==> config.mk <==
export PLATFORM = sky130hd
export DESIGN_NAME = fifo_drain_ctrl
export DESIGN_NICKNAME = d
export VERILOG_FILES = /design/src/rtl/fdc_pkg.sv /design/src/rtl/fdc_occupancy.sv /design/src/rtl/fdc_guard.sv /design/src/rtl/fdc_strobe.sv /design/src/rtl/fdc_capture.sv /design/src/rtl/fifo_drain_ctrl.sv
export SDC_FILE = /design/constraint.sdc
export NUM_CORES = 1
export LEC_CHECK = 0
export ABC_AREA = 1
export CORE_MARGIN = 5
export CORE_UTILIZATION = 41
export CTS_CLUSTER_DIAMETER = 40
export DETAILED_ROUTE_END_ITERATION = 6
export HOLD_SLACK_MARGIN = 0.05
export PLACE_DENSITY = 0.69
export SLEW_MARGIN = 20
export SYNTH_ARGS = -nofsm -noshare
export SYNTH_HDL_FRONTEND = slang
export SYNTH_SLANG_ARGS = --single-unit
==> constraint.sdc <==
create_clock -name clk -period 2 [get_ports clk]
set_input_delay 0.4 -clock clk [delete_from_list [all_inputs] [get_ports clk]]
set_output_delay 0.4 -clock clk [all_outputs]
set_load 0.01 [all_outputs]
==> src/rtl/fdc_pkg.sv <==
package fdc_pkg;
  typedef enum logic [1:0] {
    MODE_ACK   = 2'd0,
    MODE_GUARD = 2'd1,
    MODE_HALF  = 2'd2
  } drain_mode_e;

  typedef enum logic [1:0] {
    ST_IDLE = 2'd0,
    ST_HIGH = 2'd1,
    ST_REST = 2'd2
  } strobe_st_e;
endpackage

==> src/rtl/fdc_occupancy.sv <==
module fdc_occupancy #(
  parameter int DEPTH = 16,
  localparam int OCC_W = $clog2(DEPTH + 1)
) (
  input  logic             clk,
  input  logic             rst,
  input  logic             wr_strobe_i,
  input  logic             room_i,
  input  logic             rd_done_i,
  output logic [OCC_W-1:0] occ_o,
  output logic             empty_o
);
  logic             strobe_q;
  logic [OCC_W-1:0] occ_q;
  logic             wr_hit;
  logic             rd_hit;

  // A write lands on the rising edge of the writer strobe when room exists
  assign wr_hit = wr_strobe_i && !strobe_q && room_i;
  assign rd_hit = rd_done_i && (occ_q != '0);

  always_ff @(posedge clk) begin
    if (rst) begin
      strobe_q <= 1'b0;
      occ_q    <= '0;
    end else begin
      strobe_q <= wr_strobe_i;
      case ({wr_hit, rd_hit})
        2'b10: if (occ_q != OCC_W'(DEPTH)) occ_q <= occ_q + 1'b1;
        2'b01: occ_q <= occ_q - 1'b1;
        default: occ_q <= occ_q;
      endcase
    end
  end

  assign occ_o   = occ_q;
  assign empty_o = (occ_q == '0);
endmodule

==> src/rtl/fdc_guard.sv <==
module fdc_guard #(
  parameter int GUARD_CYC = 8,
  localparam int GC_W = (GUARD_CYC < 1) ? 1 : $clog2(GUARD_CYC + 1)
) (
  input  logic clk,
  input  logic rst,
  input  logic empty_i,
  input  logic has_data_i,
  input  logic issue_i,
  output logic ok_o
);
  logic            pend_q;
  logic [GC_W-1:0] cnt_q;

  // pend_q marks that the next read is the first one after empty
  always_ff @(posedge clk) begin
    if (rst) begin
      pend_q <= 1'b1;
      cnt_q  <= '0;
    end else if (issue_i) begin
      pend_q <= 1'b0;
      cnt_q  <= '0;
    end else if (empty_i) begin
      pend_q <= 1'b1;
      cnt_q  <= '0;
    end else if (pend_q && has_data_i && (cnt_q != GC_W'(GUARD_CYC))) begin
      cnt_q <= cnt_q + 1'b1;
    end
  end

  assign ok_o = !pend_q || (cnt_q == GC_W'(GUARD_CYC));
endmodule

==> src/rtl/fdc_strobe.sv <==
module fdc_strobe import fdc_pkg::*; #(
  parameter int MIN_HIGH = 1,
  localparam int HW = $clog2(MIN_HIGH + 1)
) (
  input  logic clk,
  input  logic rst,
  input  logic go_i,
  input  logic has_data_i,
  input  logic need_ack_i,
  output logic idle_o,
  output logic strobe_o,
  output logic done_o
);
  strobe_st_e    st_q;
  logic [HW-1:0] hi_q;
  logic          strobe_q;
  logic          release_now;

  assign release_now = (st_q == ST_HIGH) && (hi_q >= HW'(MIN_HIGH))
                       && (!need_ack_i || !has_data_i);

  always_ff @(posedge clk) begin
    if (rst) begin
      st_q     <= ST_IDLE;
      hi_q     <= '0;
      strobe_q <= 1'b0;
    end else begin
      case (st_q)
        ST_IDLE: if (go_i) begin
          st_q     <= ST_HIGH;
          strobe_q <= 1'b1;
          hi_q     <= HW'(1);
        end
        ST_HIGH: if (release_now) begin
          st_q     <= ST_REST;
          strobe_q <= 1'b0;
        end else if (hi_q != HW'(MIN_HIGH)) begin
          hi_q <= hi_q + 1'b1;
        end
        default: st_q <= ST_IDLE;
      endcase
    end
  end

  assign idle_o   = (st_q == ST_IDLE);
  assign strobe_o = strobe_q;
  assign done_o   = release_now;
endmodule

==> src/rtl/fdc_capture.sv <==
module fdc_capture #(
  parameter int DATA_W = 8
) (
  input  logic              clk,
  input  logic              rst,
  input  logic              load_i,
  input  logic [DATA_W-1:0] din_i,
  input  logic              ready_i,
  output logic [DATA_W-1:0] data_o,
  output logic              valid_o,
  output logic              slot_free_o
);
  logic [DATA_W-1:0] data_q;
  logic              valid_q;

  always_ff @(posedge clk) begin
    if (rst) begin
      valid_q <= 1'b0;
    end else if (load_i) begin
      valid_q <= 1'b1;
    end else if (valid_q && ready_i) begin
      valid_q <= 1'b0;
    end
  end

  always_ff @(posedge clk) begin
    if (load_i) data_q <= din_i;
  end

  assign data_o      = data_q;
  assign valid_o     = valid_q;
  assign slot_free_o = !valid_q || ready_i;
endmodule

==> src/rtl/fifo_drain_ctrl.sv <==
module fifo_drain_ctrl import fdc_pkg::*; #(
  parameter int DATA_W        = 8,
  parameter int DEPTH         = 16,
  parameter int MIN_HIGH      = 1,
  parameter int CLK_PERIOD_PS = 5000,
  parameter int GUARD_PS      = 40000
) (
  input  logic              clk,
  input  logic              rst,
  input  logic [1:0]        mode_i,
  input  logic              fifo_has_data_i,
  input  logic              fifo_has_room_i,
  input  logic              fifo_wr_strobe_i,
  input  logic [DATA_W-1:0] fifo_dout_i,
  output logic              fifo_rd_strobe_o,
  output logic [DATA_W-1:0] m_data_o,
  output logic              m_valid_o,
  input  logic              m_ready_i
);
  localparam int GUARD_CYC = (GUARD_PS + CLK_PERIOD_PS - 1) / CLK_PERIOD_PS;
  localparam int OCC_W     = $clog2(DEPTH + 1);
  localparam int HALF_LVL  = DEPTH / 2;

  drain_mode_e      mode;
  logic [OCC_W-1:0] occ;
  logic             empty;
  logic             idle;
  logic             slot_free;
  logic             guard_ok;
  logic             mode_ok;
  logic             need_ack;
  logic             go;
  logic             rd_done;

  always_comb mode = drain_mode_e'(mode_i);

  always_comb begin
    case (mode)
      MODE_GUARD: begin mode_ok = guard_ok;                need_ack = 1'b0; end
      MODE_HALF:  begin mode_ok = (occ > OCC_W'(HALF_LVL)); need_ack = 1'b0; end
      default:    begin mode_ok = 1'b1;                    need_ack = 1'b1; end
    endcase
  end

  assign go = idle && fifo_has_data_i && slot_free && mode_ok;

  fdc_occupancy #(.DEPTH(DEPTH)) occ_i (
    .clk(clk), .rst(rst),
    .wr_strobe_i(fifo_wr_strobe_i), .room_i(fifo_has_room_i),
    .rd_done_i(rd_done), .occ_o(occ), .empty_o(empty)
  );

  fdc_guard #(.GUARD_CYC(GUARD_CYC)) guard_i (
    .clk(clk), .rst(rst), .empty_i(empty),
    .has_data_i(fifo_has_data_i), .issue_i(go), .ok_o(guard_ok)
  );

  fdc_strobe #(.MIN_HIGH(MIN_HIGH)) strobe_i (
    .clk(clk), .rst(rst), .go_i(go), .has_data_i(fifo_has_data_i),
    .need_ack_i(need_ack), .idle_o(idle), .strobe_o(fifo_rd_strobe_o),
    .done_o(rd_done)
  );

  fdc_capture #(.DATA_W(DATA_W)) cap_i (
    .clk(clk), .rst(rst), .load_i(go), .din_i(fifo_dout_i),
    .ready_i(m_ready_i), .data_o(m_data_o), .valid_o(m_valid_o),
    .slot_free_o(slot_free)
  );
endmodule

# [Yosys cells after proc, flatten, opt, wreduce, memory -nomap -nowiden]
# Cells that the tools add are included.
[word_totals] ff_bits=24 output_inout_bits=10 wordCells=74 inputBits=16
[classes] n_eq_ne=12 n_lt_le_gt_ge=2 n_mux=16 reduce_logical=31 add_sub_neg=4
[ops] op="1-bit logical AND" count=11
[ops] op="5-bit case mux with 2 select lines" count=1
[ops] op="1-bit two-way mux" count=8
[ops] op="2-bit nonzero test" count=4
[ops] op="2-bit by 1-bit == test with 1-bit output (second input constant)" count=3
[ops] op="1-bit case mux with 2 select lines" count=3
[ops] op="3-bit AND reduction" count=2
[ops] op="5-bit by 1-bit adder with 5-bit output (second input constant)" count=1
[ops] op="5-bit by 4-bit greater-than comparator with 1-bit output (second input constant)" count=1
[ops] op="5-bit logical NOT" count=1
[ops] op="5-bit two-way mux" count=1
[ops] op="5-bit != test (second input constant)" count=1
[ops] op="5-bit nonzero test" count=1
[ops] op="5-bit by 1-bit subtractor with 5-bit output (second input constant)" count=1
[ops] op="4-bit by 1-bit adder with 4-bit output (second input constant)" count=1
[ops] op="2-bit == test (second input constant)" count=2
[ops] op="4-bit == test (second input constant)" count=1
[ops] op="1-bit logical NOT" count=4
[ops] op="2-bit two-way mux" count=2
[ops] op="2-bit by 1-bit != test with 1-bit output (second input constant)" count=2
[ops] op="2-bit != test (second input constant)" count=2
[ops] op="4-bit != test (second input constant)" count=1
[ops] op="2-bit case mux with 2 select lines" count=1
[ops] op="2-bit AND reduction" count=2
[ops] op="6 further kinds" count=8

# [Logic depth before layout (Yosys ltp)]
# Gate-level depths: netlist of the first run.
[depth] word_depth=8 mapped_depth=17 mapped_depth_nobuf=17

# [Hierarchy]
# A second synthesis of the first run with hierarchy kept.
[unflattened] cells_unflattened=141 hier_area_um2=1233.7
[modules_own_cells] mod="fdc_occupancy" seq_area_each_um2=120.1 cells_per_inst=55 instances=1 area_each_um2=411.6
[modules_own_cells] mod="fdc_capture" seq_area_each_um2=260.2 cells_per_inst=13 instances=1 area_each_um2=282.8
[modules_own_cells] mod="fdc_guard" seq_area_each_um2=100.1 cells_per_inst=38 instances=1 area_each_um2=277.8
[modules_own_cells] mod="fdc_strobe" seq_area_each_um2=80.1 cells_per_inst=21 instances=1 area_each_um2=168.9
[modules_own_cells] mod="fifo_drain_ctrl" seq_area_each_um2=0.0 cells_per_inst=14 instances=1 area_each_um2=92.6

# [Least setup slack after synthesis of the first run]
# No wires, ideal clock.
[synth_timing] path_type="input-to-reg" start="input port mode_i[0]" end="register occ_i.occ_q[2] (netlist: occ_i.occ_o[2])" arrival_ns=1.907 slack_ns=-0.024 stages=15 setup_ns=0.116 required_time_ns=1.884 n_path_buf=0 cell_sequence="inv_1 -> ha_1 -> nand2_1 -> nand2_1 -> nor2_4 -> nand3_4 -> inv_2 -> nand2_1 -> nand2_1 -> inv_1 -> ha_1 -> nor2_1 -> xor2_1 -> o211ai_1 -> inv_1"
[synth_between] elab_chain_len=8 elab_cells_between_ends=12 classes_between="eq/ne: 5; mux: 1; reduce/logical: 6"
[synth_rtl] item="start, declared" line_no="fifo_drain_ctrl.sv:10" text="input logic [1:0] mode_i,"
[synth_rtl] item="2-bit == test / 2-bit by 1-bit == test with 1-bit output (equally long branches)" line_no="fifo_drain_ctrl.sv:38" text="case (mode)"
[synth_rtl] item="2-bit OR reduction (no source line) (*)"
[synth_rtl] item="1-bit logical OR (*)" line_no="fdc_strobe.sv:20" text="&& (!need_ack_i || !has_data_i);"
[synth_rtl] item="1-bit logical AND (*)" line_no="fdc_strobe.sv:20"
[synth_rtl] item="1-bit logical AND (*)" line_no="fdc_occupancy.sv:20" text="assign rd_hit = rd_done_i && (occ_q != '0);"
[synth_rtl] item="2-bit == test / 2-bit by 1-bit == test with 1-bit output (equally long branches)" line_no="fdc_occupancy.sv:28" text="case ({wr_hit, rd_hit})"
[synth_rtl] item="2-bit by 1-bit != test with 1-bit output (no source line) / 2-bit nonzero test (equally long branches)"
[synth_rtl] item="2-bit AND reduction (no source line)"
[synth_rtl] item="end signal, assigned" line_no="fdc_occupancy.sv:29" text="2'b10: if (occ_q != OCC_W'(DEPTH)) occ_q <= occ_q + 1'b1;"
[synth_rtl] item="end signal, assigned" line_no="fdc_occupancy.sv:30" text="2'b01: occ_q <= occ_q - 1'b1;"
[synth_rtl] item="end signal, assigned" line_no="fdc_occupancy.sv:31" text="default: occ_q <= occ_q;"
[synth_rtl] item="end, declared" line_no="fdc_occupancy.sv:14" text="logic [OCC_W-1:0] occ_q;"
# Mark *: on every way between the ends. The rest lies on a longest branch, timed or not.
# A chain may end at the register's enable or synchronous reset.

# [Worst setup path in the final report of the first run]
[layout_timing] start="input port mode_i[1]" end="register occ_i.occ_q[2] (netlist: occ_i.occ_o[2])"
# Same word-level chain as after synthesis.

==> results of run 1 <==
[Yosys cell counts (all sizes together)]
library cell and instances:
nand3 12, nand2 29, a211oi 1, a31oi 2, inv 29, xor2 2
a21oi 7, o211ai 1, o221ai 1, dfxtp 16, nand4 1, clkbuf 1
edfxtp 8, xnor2 1, ha 6, nor2 18, o21ai 7, nor3 1
[flip-flops by register name, indices dropped and copies added (netlist names)]
register	cells
cap_i.valid_o	1
cap_i.data_o	8
guard_i.cnt_q	4
strobe_i.hi_q	1
guard_i.pend_q	1
strobe_i.st_q	2
occ_i.strobe_q	1
strobe_i.strobe_o	1
occ_i.occ_o	5
[final cells by class]
class	instances	area, sq um	area share, %
sequential	24	561	33.9
clock inverter	1	3.75	0.227
timing repair buffer	37	339	20.5
inverter	29	111	6.73
multi-input combinational	89	579	35.0
tap	31	38.8	2.34
clock buffer	3	22.5	1.36
[kinds of logic after synthesis]
kind of cell               after synthesis
and+or+nand+nor                         61
buffers and inverters                   30
DFF                                     24
AOI/OAI and AO/OA                       19
adders and majority gates                6
xor gates and xnor gates                 3
[worst paths after layout]
check,startpoint,endpoint,slack (ns),depth (start not counted)
min,strobe_i.strobe_o,strobe_i.strobe_o,0.48,2
min reg2reg,strobe_i.strobe_o,strobe_i.strobe_o,0.48,2
max,mode_i[1],occ_i.occ_o[2],0.09,15
max reg2reg,occ_i.occ_o[0],occ_i.occ_o[2],0.20,12
[routing by layer]
layer  vias up  share of wire (%)  global-route usage, %
met3         4                4.6                   1.05
met4         0                1.9                   6.11
met2        28                 48                   23.1
li1        536                  -                      -
met1       450                 45                   14.6
met5         -                  0                      0
[power groups by stage]
stage                     clock (mW)  combinational [mW]  sequential, mW
after CTS                      0.223               0.266           0.573
after global placement             0               0.258           0.581
after detailed placement           0               0.263           0.583
final                          0.212               0.278           0.574
after global routing           0.244               0.312           0.580
after floorplan                    0               0.150           0.584
[metrics by stage]
step | cell area, sq um | hold WS [ns] | util [%]
after detailed placement | 1560 | 0.463 | 56.0
after global placement | 1560 | 0.452 | 56.0
after CTS | 1600 | 0.481 | 57.6
after floorplan | 1200 | 0.429 | -
final | 1660 | 0.478 | 59.5
after global routing | 1660 | 0.510 | 59.5
[critical path, cell delays in order]
cell             delay (ns)
clkdlybuf4s15_1        0.19
ha_1                   0.29
nand2_1                0.07
nand2_2                0.06
nor2_4                 0.11
nand3_4                0.11
buf_4                  0.15
nand2_1                0.05
nand2_1                0.06
inv_2                  0.07
ha_4                   0.15
nor2_4                 0.05
xor2_1                 0.14
o211ai_1               0.17
inv_1                  0.06
[layout by cell type, fill, tap and decap left out, drive strengths merged]
master         instances
o221ai                 1
clkinv                 1
a21oi                  7
nand2                 29
dfxtp                 16
ha                     6
buf                   12
nand4                  1
a211oi                 1
o211ai                 1
xnor2                  1
clkdlybuf4s15          1
edfxtp                 8
nor2                  18
o21ai                  7
clkdlybuf4s50         23
clkbuf                 4
a31oi                  2
nand3                 12
nor3                   1
inv                   29
xor2                   2
[repair_timing]
item,in CTS,in global routing
setup endpoints to repair,4,3
setup buffers,1,2
gates resized for setup,4,15
pin swaps,5,6
==> out/metrics.csv, run 1 <==
stage,metric,value,unit
logic_synthesis,Syn Inst Count,143,
clock_tree,CTS Root Cell,clkbuf_4,
pwr,logic gate share of total power,26.2,%
pwr,Psw,314,uW
detailed_routing,Initial DRC Count,29,
logic_synthesis,Seq cells post-synth,24,
logic_synthesis,mapped cell area,1200,sq um
logic_synthesis,"top cells by area, synth","dfxtp_1, edfxtp_1, inv_1",
timing,Final period util,95.7,%
logic_synthesis,Post-Synth Simple-Gate Area,25.8,%
placed_design,hpwl dp,1920,um
logic_synthesis,Synth top area share,26.7,%
logic_synthesis,"Seq/Total Area, Yosys",46.7,%
logic_synthesis,YS warnings,0,
floorplanning,Initial Utilization,43.2,%
min_path,Worst Hold Class,register to register,
logic_synthesis,synth unique cells,27,
worst_setup_path,Worst setup SP type,input port,
logic_synthesis,post-synthesis xor/xnor area fraction,2.19,%
layout,share of cells above drive strength 1,23.0,%
clock_tree,Sink Count,24,
detailed_routing,drt via density,4.76,
pwr,Flop pwr share,53.9,%
clock_tree,Hold Buf Count CTS,0,
layout,# fillers,244,
timing,highest clock rate,0.523,GHz
clock_tree,H-tree depth,1,
clock_tree,CTS tree,done,
global_routing,Tot GR Track Use,12.6,%
clock_tree,Clock transition at path regs,0.13,ns
timing,min Tclk post-route,1.91,ns
timing,Sum Neg Setup Slack,0,ns
timing,Worst-Margin Slew,0.277,ns
timing,Final Hold Fails,0,
timing,setup ws final,0.0867,ns
pwr,switching portion of total power,29.5,%
detailed_routing,DR WL/cell,11.6,um
pwr,Clock power frac,19.9,%
clock_tree,CTS Buffer Depth,2,
floorplanning,Die Y,64.1,um
detailed_routing,Detailed Route WL,2480,um
layout,nets,206,
detailed_routing,DRT antenna net count,0,
placed_design,Port Buffers,25,
logic_synthesis,mux contribution to synthesized area,0,%
logic_synthesis,post-synthesis compound-gate area fraction,9.69,%
timing,# setup viols final,0,
floorplanning,row count,19,
logic_synthesis,Syn Area/Cell,8.40,sq um
worst_setup_path,Worst EP required,2.21,ns
logic_synthesis,largest family of logic cells by synthesized area,simple AND/OR/NAND/NOR gates,
pwr,Cell Int Power,750,uW
worst_setup_path,Critical Path End Type,register,
floorplanning,Die W,64.1,um
pwr,Leak,0.692,nW
timing,Clock Skew,0.00950,ns
pwr,PwrDens,643,nW/um^2
floorplanning,I/O pin total,26,
clock_tree,clock buffer count from CTS,3,
pwr,worst IR drop on VDD,0.000427,V
placed_design,pre-CTS worst setup slack,-0.560,ns
worst_setup_path,critical path class,input port to register,
global_routing,first-pass GRT wire length,4250,um
run,MaxCap Viol Count,0,
logic_synthesis,Synth Area in Adders,6.25,%
worst_setup_path,Crit Path Max Fanout,4,
placed_design,dpl cells,207,
global_routing,vias in the first global route,1031,
layout,post-layout instance count excluding filler cells,214,
worst_setup_path,Worst Path Arrival,2.12,ns
detailed_routing,Initial DRT Pass Iterations,4,
logic_synthesis,leading area contributor after synthesis,dfxtp_1,
layout,Area Overhead vs Synth,37.8,%
floorplanning,die area,4110,sq um
logic_synthesis,Post-Syn Nets,165,
detailed_routing,DR vias,1018,
global_routing,largest net degree at the start of global routing,14,
global_routing,GRT overflow,0,
run_status,status,finished clean,
timing,Slew Limit Headroom,81.5,%
placed_design,GP Congestion,0.857,
global_routing,antenna violations before repair,0,
clock_tree,clock latency on the worst-skew pair,0.31,ns
pwr,Final Power,1.06,mW
timing,max-slew violations,0,
layout,Inserted Diodes,0,
floorplanning,Core ar.,2780,sq um
detailed_routing,drc violations,0,
(Power assumes the default switching activity.)
==> run 2, diff against run 1 <==
--- a/config.mk
+++ b/config.mk
@@ -7,11 +7,11 @@
 export LEC_CHECK = 0
 export ABC_AREA = 1
 export CORE_MARGIN = 5
-export CORE_UTILIZATION = 41
+export CORE_UTILIZATION = 44
 export CTS_CLUSTER_DIAMETER = 40
 export DETAILED_ROUTE_END_ITERATION = 6
 export HOLD_SLACK_MARGIN = 0.05
-export PLACE_DENSITY = 0.69
+export PLACE_DENSITY = 0.74
 export SLEW_MARGIN = 20
 export SYNTH_ARGS = -nofsm -noshare
 export SYNTH_HDL_FRONTEND = slang
==> out/metrics.csv, run 2 (synthesized netlist as in run 1, its figures left out) <==
stage,metric,value,unit
global_routing,vias in the first global route,1020,
timing,Slew Limit Headroom,84.4,%
pwr,PwrDens,645,nW/um^2
placed_design,hpwl dp,2080,um
worst_setup_path,Worst setup SP type,input port,
worst_setup_path,worst r2r src,occ_i.occ_o[3],
placed_design,GP Congestion,0.899,
timing,RSZ-0062 raised after global routing,no,
floorplanning,Die W,62.3,um
global_routing,Tot GR Track Use,13.8,%
layout,most frequent cells in the layout,"inv_1, nand2_1, clkdlybuf4s50_1",
worst_setup_path,Critical Path End Type,register,
min_path,Hold Crit Depth,2,
clock_tree,CTS tree,done,
worst_setup_path,Crit Path Max Fanout,4,
clock_tree,clock latency on the worst-skew pair,0.31,ns
layout,Area Overhead vs Synth,35.9,%
detailed_routing,DR vias,1056,
worst_setup_path,R2R setup slack,0.29,ns
run,MaxCap Viol Count,0,
pwr,Leak,0.683,nW
floorplanning,die area,3880,sq um
timing,min Tclk post-route,1.88,ns
global_routing,antenna violations before repair,0,
global_routing,GRT overflow,0,
detailed_routing,drt via density,5.00,
detailed_routing,Initial DRC Count,29,
timing,highest clock rate,0.533,GHz
global_routing,largest net degree at the start of global routing,13,
worst_setup_path,critical path class,input port to register,
layout,share of cells above drive strength 1,21.7,%
timing,Final period util,93.9,%
clock_tree,CTS Root Cell,clkbuf_4,
floorplanning,I/O pin total,26,
clock_tree,Sink Count,24,
timing,max-slew violations,0,
floorplanning,Initial Utilization,44.7,%
floorplanning,Core ar.,2690,sq um
layout,max FFs per register,8,
placed_design,Port Buffers,25,
detailed_routing,Detailed Route WL,2630,um
floorplanning,row count,19,
pwr,worst IR drop on VDD,0.000379,V
floorplanning,Die Y,62.3,um
detailed_routing,Initial DRT Pass Iterations,4,
clock_tree,H-tree depth,1,
placed_design,placed cell areas,1570,sq um
layout,nets,204,
global_routing,first-pass GRT wire length,4440,um
worst_setup_path,Worst Path Arrival,2.14,ns
detailed_routing,DRT antenna net count,0,
min_path,worst hold endpoint,strobe_i.strobe_o,
timing,Worst-Margin Slew,0.232,ns
min_path,hold path startpoint,strobe_i.strobe_o,
timing,Clock Skew,0.00353,ns
timing,Hold Slack,0.488,ns
timing,Final Hold Fails,0,
detailed_routing,DR WL/cell,12.5,um
clock_tree,clock buffer count from CTS,3,
detailed_routing,drc violations,0,
worst_setup_path,cells on worst reg2reg path,12,
worst_setup_path,r2r endpoint,occ_i.occ_o[4],
min_path,Worst Hold Class,register to register,
run_status,status,finished clean,
clock_tree,CTS Buffer Depth,2,
clock_tree,Clock transition at path regs,0.12,ns
clock_tree,Hold Buf Count CTS,0,
layout,Inserted Diodes,0,
worst_setup_path,Worst EP required,2.26,ns
layout,design area,1630,sq um
timing,# setup viols final,0,
## run 2: final cells by class
| class | count | area (sq um) |
|---|---|---|
| multi-input combinational | 89 | 568 |
| tap | 31 | 38.8 |
| fill | 239 | 1050 |
| inverter | 29 | 111 |
| sequential | 24 | 561 |
| clock buffer | 3 | 22.5 |
| timing repair buffer | 35 | 332 |
## run 2: stage by stage
step | util, % | setup TNS (ns) | power [mW] | setup slack (ns) | instances
finish | 60.8 | 0 | 1.05 | 0.123 | 211
global route | 60.8 | 0 | 1.11 | 0.000186 | 211
CTS | 60.1 | 0 | 1.05 | 0.0220 | 211
detailed placement | 58.4 | -2.69 | 0.852 | -0.604 | 207
global placement | 58.4 | -2.08 | 0.844 | -0.523 | 207
floorplan | - | -0.00121 | 0.734 | -0.00121 | 143
## run 2: where the power goes
part | total [mW] | internal (mW) | leakage (nW) | switching, mW
Combinational | 0.278 | 0.134 | 0.464 | 0.144
Sequential | 0.573 | 0.544 | 0.205 | 0.0291
Clock | 0.203 | 0.0705 | 0.0138 | 0.132
## run 2: critical path, stage by stage
cell           delay, ns
dlygate4sd2_1       0.27
ha_4                0.22
nand2_1             0.07
nand2_2             0.06
nor2_4              0.11
nand3_4             0.11
inv_4               0.07
ha_4                0.20
inv_2               0.07
nor2_1              0.04
nor2_1              0.15
o21ai_1             0.09
nand2_1             0.07
nand3_1             0.08
a21oi_2             0.11
## run 2: repair_timing
item	4_1_cts	5_1_grt
endpoints found under the setup margin	5	4
cloned	0	0
gates resized for setup	6	6
pin swaps	4	3
setup buffers	1	0
## run 2: per-layer routing
metal	vias up	GRT usage, %	part of all wire, %
met2	28	25.4	51
met1	491	15.6	44
li1	532	-	-
met5	-	0	0
met3	5	1.62	3.5
met4	0	6.37	1.9
## run 2: worst max path at each step
stage	from	endpoint	slack, ns	depth (start not counted)
floorplan	mode_i[0]	occ_i.occ_o[2]	-0.001	15
global placement	mode_i[0]	occ_i.occ_o[2]	-0.52	16
detailed placement	mode_i[0]	occ_i.occ_o[2]	-0.60	16
CTS	mode_i[1]	occ_i.occ_o[4]	0.02	16
global route	fifo_wr_strobe_i	occ_i.occ_o[2]	0.0002	14
finish	mode_i[1]	occ_i.occ_o[4]	0.12	15
